`src/rtl/seg_res_pkg.sv`:
```
package seg_res_pkg;
  localparam int unsigned NUM_SEG = 4;
  localparam int unsigned SEL_W   = $clog2(NUM_SEG);
  localparam int unsigned FORM_W  = 4;

  typedef enum logic [SEL_W-1:0] {
    SEG_ES = 2'd0,
    SEG_CS = 2'd1,
    SEG_SS = 2'd2,
    SEG_DS = 2'd3
  } seg_e;

  typedef enum logic [FORM_W-1:0] {
    AM_DIRECT = 4'd0,
    AM_SP     = 4'd1,
    AM_BP     = 4'd2,
    AM_BP_SI  = 4'd3,
    AM_BP_DI  = 4'd4,
    AM_BX     = 4'd5,
    AM_SI     = 4'd6,
    AM_DI     = 4'd7,
    AM_BX_SI  = 4'd8,
    AM_BX_DI  = 4'd9
  } amode_e;

  typedef struct packed {
    logic act;
    seg_e seg;
  } pfx_t;
endpackage

```
`src/rtl/seg_pfx_latch.sv`:
```
module seg_pfx_latch
  import seg_res_pkg::*;
(
  input  logic clk_i,
  input  logic rst_ni,
  input  logic set_i,
  input  seg_e seg_i,
  input  logic clr_i,
  output pfx_t pfx_o
);
  pfx_t pfx_q;

  // a new prefix outranks done: it belongs to the next instruction
  always_ff @(posedge clk_i or negedge rst_ni) begin
    if (!rst_ni)     pfx_q <= '0;
    else if (set_i)  pfx_q <= '{act: 1'b1, seg: seg_i};
    else if (clr_i)  pfx_q <= '0;
  end

  assign pfx_o = pfx_q;
endmodule

```
`src/rtl/seg_default_dec.sv`:
```
module seg_default_dec
  import seg_res_pkg::*;
(
  input  logic [FORM_W-1:0] form_i,
  input  logic              str_dst_i,
  output seg_e              dflt_o,
  output logic              fixed_o
);
  always_comb begin
    dflt_o  = SEG_DS;
    fixed_o = 1'b0;
    if (str_dst_i) begin
      dflt_o  = SEG_ES;
      fixed_o = 1'b1;
    end else begin
      case (form_i)
        AM_SP: begin
          dflt_o  = SEG_SS;
          fixed_o = 1'b1;
        end
        AM_BP, AM_BP_SI, AM_BP_DI: dflt_o = SEG_SS;
        default:                   dflt_o = SEG_DS;
      endcase
    end
  end
endmodule

```
`src/rtl/seg_base_mux.sv`:
```
module seg_base_mux
  import seg_res_pkg::*;
#(
  parameter int unsigned BASE_W = 16
) (
  input  seg_e                      sel_i,
  input  logic [NUM_SEG*BASE_W-1:0] bases_i,
  output logic [BASE_W-1:0]         base_o
);
  logic [BASE_W-1:0] slice [NUM_SEG];

  for (genvar g = 0; g < NUM_SEG; g++) begin : g_slice
    assign slice[g] = bases_i[g*BASE_W +: BASE_W];
  end

  assign base_o = slice[sel_i];
endmodule

```
`src/rtl/seg_resolver.sv`:
```
module seg_resolver
  import seg_res_pkg::*;
#(
  parameter int unsigned BASE_W = 16
) (
  input  logic                      clk_i,
  input  logic                      rst_ni,
  input  logic [FORM_W-1:0]         form_i,
  input  logic                      str_dst_i,
  input  logic                      pfx_valid_i,
  input  logic [SEL_W-1:0]          pfx_seg_i,
  input  logic                      instr_done_i,
  input  logic [NUM_SEG*BASE_W-1:0] seg_base_i,
  output logic [SEL_W-1:0]          seg_sel_o,
  output logic [BASE_W-1:0]         seg_base_o
);
  pfx_t              pfx_q;
  seg_e              dflt;
  logic              fixed;
  seg_e              sel_d;
  logic [BASE_W-1:0] base_d;

  seg_pfx_latch u_pfx (
    .clk_i  (clk_i),
    .rst_ni (rst_ni),
    .set_i  (pfx_valid_i),
    .seg_i  (seg_e'(pfx_seg_i)),
    .clr_i  (instr_done_i),
    .pfx_o  (pfx_q)
  );

  seg_default_dec u_dec (
    .form_i    (form_i),
    .str_dst_i (str_dst_i),
    .dflt_o    (dflt),
    .fixed_o   (fixed)
  );

  assign sel_d = (pfx_q.act && !fixed) ? pfx_q.seg : dflt;

  seg_base_mux #(.BASE_W(BASE_W)) u_mux (
    .sel_i   (sel_d),
    .bases_i (seg_base_i),
    .base_o  (base_d)
  );

  always_ff @(posedge clk_i or negedge rst_ni) begin
    if (!rst_ni) begin
      seg_sel_o  <= '0;
      seg_base_o <= '0;
    end else begin
      seg_sel_o  <= sel_d;
      seg_base_o <= base_d;
    end
  end
endmodule

```
`config.mk`:
```
export PLATFORM = sky130hd
export DESIGN_NAME = seg_resolver
export DESIGN_NICKNAME = d
export VERILOG_FILES = /design/src/rtl/seg_res_pkg.sv /design/src/rtl/seg_pfx_latch.sv /design/src/rtl/seg_default_dec.sv /design/src/rtl/seg_base_mux.sv /design/src/rtl/seg_resolver.sv
export SDC_FILE = /design/constraint.sdc
export NUM_CORES = 1
export LEC_CHECK = 0
export ABC_AREA = 0
export BUFFER_PORTS_ARGS = -buffer_cell sky130_fd_sc_hd__clkbuf_2
export CORE_ASPECT_RATIO = 0.7
export CORE_MARGIN = 2
export CORE_UTILIZATION = 35
export CTS_CLUSTER_SIZE = 14
export DETAILED_ROUTE_END_ITERATION = 8
export PLACE_DENSITY = 0.87
export REMOVE_ABC_BUFFERS = 1
export SLEW_MARGIN = 10
export SYNTH_ARGS = -nofsm -noshare
export SYNTH_HDL_FRONTEND = slang
export SYNTH_SLANG_ARGS = --single-unit
```
`constraint.sdc`:
```
create_clock -name clk_i -period 1.58 [get_ports clk_i]
set_input_delay 0.316 -clock clk_i [delete_from_list [all_inputs] [get_ports clk_i]]
set_output_delay 0.316 -clock clk_i [all_outputs]
set_load 0.05 [all_outputs]
```
-- Word level (Yosys, flattened, before mapping)
Cells that the tools add are included.
- $lt $le $gt $ge: 1
- equality and inequality tests: 4
- mux-type cells: 10
- bitwise logic cells: 1
- reduce and logical (&&, ||, !) cells: 4
- operators by type and width (cell ; count):
    16-bit binary-select mux with 2-bit select ; 1
    16-bit 2-to-1 mux ; 2
    4-bit by 2-bit == test with 1-bit output (second input constant) ; 2
    3-bit 2-to-1 mux ; 2
    4-bit by 1-bit == test with 1-bit output (second input constant) ; 1
    4-bit by 3-bit == test with 1-bit output (second input constant) ; 1
    2-bit 2-to-1 mux ; 2
    4-bit OR reduction ; 1
    3-bit >= comparator (second input constant) ; 1
    1-bit 2-to-1 mux ; 3
    2-bit NOT with 3-bit output ; 1
    2-bit nonzero test ; 1
    1-bit logical AND ; 1
    1-bit zero test ; 1
- register bits: 21
- output and inout bits: 18
- logic and storage cells: 24

-- Depth between registers and ports, before layout
- depth in word-level cells: 10
- depth in mapped cells: 6
- depth with buffers taken out: 4

-- Cells and area by module
A second synthesis with hierarchy kept.
- cell total of the unflattened synthesis: 59
- area, all modules: 1076.0 um2
- by module, submodules not included (module ; times used ; cells each ; area each (um2) ; sequential area each (um2)):
    seg_resolver ; 1 ; 21 ; 494.2 ; 450.4
    seg_base_mux ; 1 ; 20 ; 424.2 ; 0.0
    seg_pfx_latch ; 1 ; 11 ; 120.1 ; 75.1
    seg_default_dec ; 1 ; 7 ; 37.5 ; 0.0

-- Least setup slack after synthesis
No wires, ideal clock.
- path kind: input-to-reg
- from: in form_i[1]
- to: reg seg_base_o[12]
- library setup time: 0.130 ns
- arrival time: 1.610 ns
- path slack: -0.160 ns
- stages on the path: 5
- path buffers: 1
- cells stage by stage: or4b_4 > a31oi_4 > buf_6 > mux2i_1 > mux2i_1
- longest elaborated chain between the ends: 10
- ends and longest elaborated chain (item ; line ; source):
    start: declaration ; seg_resolver.sv:8 ; input logic [FORM_W-1:0] form_i,
    4-bit by 1-bit == test with 1-bit output ; seg_default_dec.sv:16 ; case (form_i)
    1-bit 2-to-1 mux ; seg_default_dec.sv:16 ;
    1-bit 2-to-1 mux ; seg_default_dec.sv:12 ; if (str_dst_i) begin
    1-bit zero test ; seg_resolver.sv:39 ; assign sel_d = (pfx_q.act && !fixed) ? pfx_q.seg : dflt;
    1-bit logical AND ; seg_resolver.sv:39 ;
    2-bit 2-to-1 mux (*) ; seg_resolver.sv:39 ;
    2-bit NOT with 3-bit output (not written as such) (*) ; seg_base_mux.sv:16 ; assign base_o = slice[sel_i];
    16-bit binary-select mux with 2-bit select (*) ; seg_base_mux.sv:16 ;
    16-bit 2-to-1 mux (not written as such) (*) (2 in a row) ; seg_base_mux.sv:16 ;
    via base_d[12] ; seg_resolver.sv:21 ; logic [BASE_W-1:0] base_d;
    end signal: assignment ; seg_resolver.sv:53 ; seg_base_o <= base_d;
    end: declaration ; seg_resolver.sv:15 ; output logic [BASE_W-1:0] seg_base_o
The timed path passes the listed nets; every way through them passes the cells marked *. The select of a mux whose other input is x is not followed.
A chain may end at the register's enable or synchronous reset.

-- Worst setup path after layout
- from: in form_i[3]
- to: reg seg_base_o[13]
The elaborated chain is that of the path after synthesis.

==> out/summary.md <==
The final reports fail on negative setup slack. The number of distinct standard cells referenced by the synthesized netlist is 15, and the mean number of vias per cell is 4.71. The share of async-settable or async-resettable flops after synthesis came out at 1.00.

The tools report the data arrival time at the worst-slack endpoint as 1.80 ns. Setup violations remaining at the end of the flow were counted as 13. Once layout is complete, the cells apart from fillers number 233. Most numerous cell in the Yosys netlist: sky130_fd_sc_hd__mux2i_1. By startpoint and endpoint, the worst setup path is classified as primary input to flip-flop. First-pass iteration count of the detailed router: 4. In the routed design, unresolved DRC markers number 0. The die width was 73.1 microns; the largest net degree at the start of global routing was 22. STA puts the critical path data required time at 1.72 ns.

The run gives 0.168 as the met1 usage in global routing. For the number of buffers between clock root and the deepest sink, the log shows 2. The tools report the number of CTS-inserted buffers as 3. STA classifies the critical path endpoint as a flip-flop.

The top-area cell type share of the netlist area is 0.450. Cell count after placement: 224. The number of antenna diodes in the final layout is 0.

The clock latency reported for the late side of the worst-skew pair was 0.26 ns; the vertical die dimension was 52.3 microns. Type of origin of the critical path: a primary input. The number of hold buffers added after CTS was 0. In this run, synthesis produced a sequential element count of 21. For the worst-case setup margin in the final layout, the log shows -0.0840 ns. Number of warnings printed during yosys synthesis: 0. Ranked by instance count, the synthesized netlist is headed by 48 x sky130_fd_sc_hd__mux2i_1, 21 x sky130_fd_sc_hd__dfrtp_1, 4 x sky130_fd_sc_hd__inv_1.

The run gives 0.472 mV as the maximum vdd ir drop. The final hold violation count was 0; the number of instances in the synthesized netlist was 91. During placement, the flow inserted port buffers numbering 92. The floorplan core area is 3170 sq um, and the total congestion overflow is 0. Global-route layer with the greatest usage: met2. The tools report the H-tree depth as 1. The run gives 0.641 as the worst relative slew slack. After layout, the minimum clock period comes to 1.66 ns. Relative to the synthesized area, the layout overhead comes to 61.8%. The critical-path maximum fanout was 10; the number of placement rows was 17.

For the die footprint, the log shows 3820 sq um. Share of the clock period used by the worst path after layout: 1.05. Routability-driven placement finished with a final weighted congestion of 0.713. Each instance of the synthesized netlist takes up on average 12.8 sq um.

The number of slew-limit violations in the final report came out at 0. The half-perimeter wire length of the detailed placement result came out at 2380 microns. The run finished, with violations left. By area the synthesized netlist is led by sky130_fd_sc_hd__dfrtp_1 45%, sky130_fd_sc_hd__mux2i_1 41%, sky130_fd_sc_hd__buf_6 2.9%. Clock-pin slew was measured on the worst setup and hold paths at 0.08 ns. Setup total negative slack on the finished layout was measured at -0.407 ns. The most common flop cell mapped by yosys was sky130_fd_sc_hd__dfrtp_1. The root buffer cell chosen for the clock tree is sky130_fd_sc_hd__clkbuf_8. Setup repair after global routing could not meet its margin everywhere. The initial core utilization is 0.369, and the fraction of layout cells with a size suffix above 1 is 0.585. The slew at the pin with the worst max-slew slack came out at 0.538 ns. The tool flagged a number of max-cap violations equal to 0. The final layout contains routed wiring with a total length of 3160 microns. Across all layers, the routed design uses 1098 vias.

Of all cell types, the one taking the most synthesized area is sky130_fd_sc_hd__dfrtp_1. The overall routing resource usage is 0.153, and the mean routed wirelength per cell is 13.6 microns. During I/O placement, the number of pins put on the boundary was 93. The path type of the worst min-delay path was primary input to asynchronous set/reset pin.

In the final design database the tool counted 271 nets. TritonCTS built the clock tree. The logs give 1043 for the number of global-route vias before repair and 0.00605 ns for the worst clock skew on the final layout.

The tools report the sequential area share after synthesis as 0.450. Clock tree synthesis found a total of 21 sinks. The synthesized area was 1170 sq um.

The met2 track demand over resource is 0.291. The wire length of the first global-routing pass came out at 4400 microns. Dividing total power by cell area gives a power density of 851 nW/um^2. The logs give 0.0558 for the met3 usage and 12 for the iteration-0 DRC count of the detailed router.

Remaining antenna violation count after routing: 0. Timing would allow up to 601 MHz. The leakage dissipation was 1.06 nW; the number of synthesized flops with an enable pin was 0. The run gives 0 as the initial antenna violation count.
==> final cells by class <==
class / count / area [sq um]
tap: 38 / 47.5
clock buffer: 3 / 41.3
fill: 261 / 1280
inverter: 4 / 15.0
timing repair buffer: 105 / 658
sequential: 21 / 526
clock inverter: 1 / 5.00
multi-input combinational: 61 / 598
==> worst max-delay path, stage by stage <==
cell and delay (ns):
sky130_fd_sc_hd__buf_6 0.10, sky130_fd_sc_hd__or4b_4 0.54, sky130_fd_sc_hd__a31oi_4 0.20, sky130_fd_sc_hd__buf_12 0.16, sky130_fd_sc_hd__clkbuf_16 0.17, sky130_fd_sc_hd__mux2i_1 0.21, sky130_fd_sc_hd__mux2i_1 0.11
==> through the flow <==
step | cell area, sq um | power (W) | worst slack, ns | hold WS [ns] | utilization
floorplan | 1120 | 0.00101 | -1.25 | 0.0204 | -
global placement | 1720 | 0.00122 | -0.280 | 0.321 | 0.543
detailed placement | 1720 | 0.00123 | -0.318 | 0.329 | 0.543
CTS | 1770 | 0.00158 | -0.0359 | 0.0430 | 0.558
global route | 1890 | 0.00170 | -0.125 | 0.0571 | 0.597
finish | 1890 | 0.00161 | -0.0840 | 0.0228 | 0.597
==> logic make-up after synthesis <==
| family | after synthesis | synth area share |
|---|---|---|
| buf+inv | 9 | 0.0503 |
| mux | 48 | 0.411 |
| simple gates | 7 | 0.0428 |
| compound gates | 6 | 0.0460 |
| flops | 21 | 0.450 |
==> path summary, 6_finish.rpt <==
kind | start | depth (start not counted) | to | slack [ns]
worst max-delay path | form_i[3] | 7 | seg_base_o[13] | -0.08
worst min-delay path | rst_ni | 1 | seg_base_o[12] | 0.02
worst max register to register | u_pfx.pfx_o[2] | 5 | seg_base_o[4] | 0.14
worst min register to register | u_pfx.pfx_o[0] | 2 | u_pfx.pfx_o[0] | 0.54
max in group asynchronous | rst_ni | 1 | u_pfx.pfx_o[2] | 1.19
min in group clk_i | instr_done_i | 2 | u_pfx.pfx_o[1] | 0.26
==> sequential cells by signal (all words and copies together) (netlist names) <==
signal       cells
seg_base_o      16
u_pfx.pfx_o      3
seg_sel_o        2
==> where the power goes <==
group          switching (W)  internal [W]
Sequential         0.0000207      0.000599
Combinational       0.000383      0.000260
Clock               0.000170      0.000175
==> metal layers <==
| layer | vias up | share of wire |
|---|---|---|
| met1 | 510 | 0.42 |
| met4 | 0 | 0.0013 |
| met2 | 46 | 0.52 |
| li1 | 540 | - |
| met3 | 2 | 0.060 |
| met5 | - | 0 |
==> cell usage in the layout, fill, tap and decap left out, drive strengths merged <==
| cell type | n |
|---|---|
| a21oi | 1 |
| nand2 | 2 |
| or4b | 1 |
| nor3b | 2 |
| a31oi | 1 |
| nor4b | 1 |
| mux2i | 48 |
| dfrtp | 21 |
| clkinv | 1 |
| a21o | 1 |
| o21ai | 1 |
| clkbuf | 97 |
| o31ai | 2 |
| inv | 4 |
| buf | 11 |
| nor3 | 1 |
==> what timing repair did <==
action | 4_1_cts | 5_1_grt
setup buffers | 0 | 2
gates cloned | 0 | 3
hold endpoints to repair | 0 | 0
setup endpoints to repair | 8 | 16
pin swaps | 0 | 2
resized for setup | 0 | 4
Note: power is estimated with default switching activity, not from simulation.
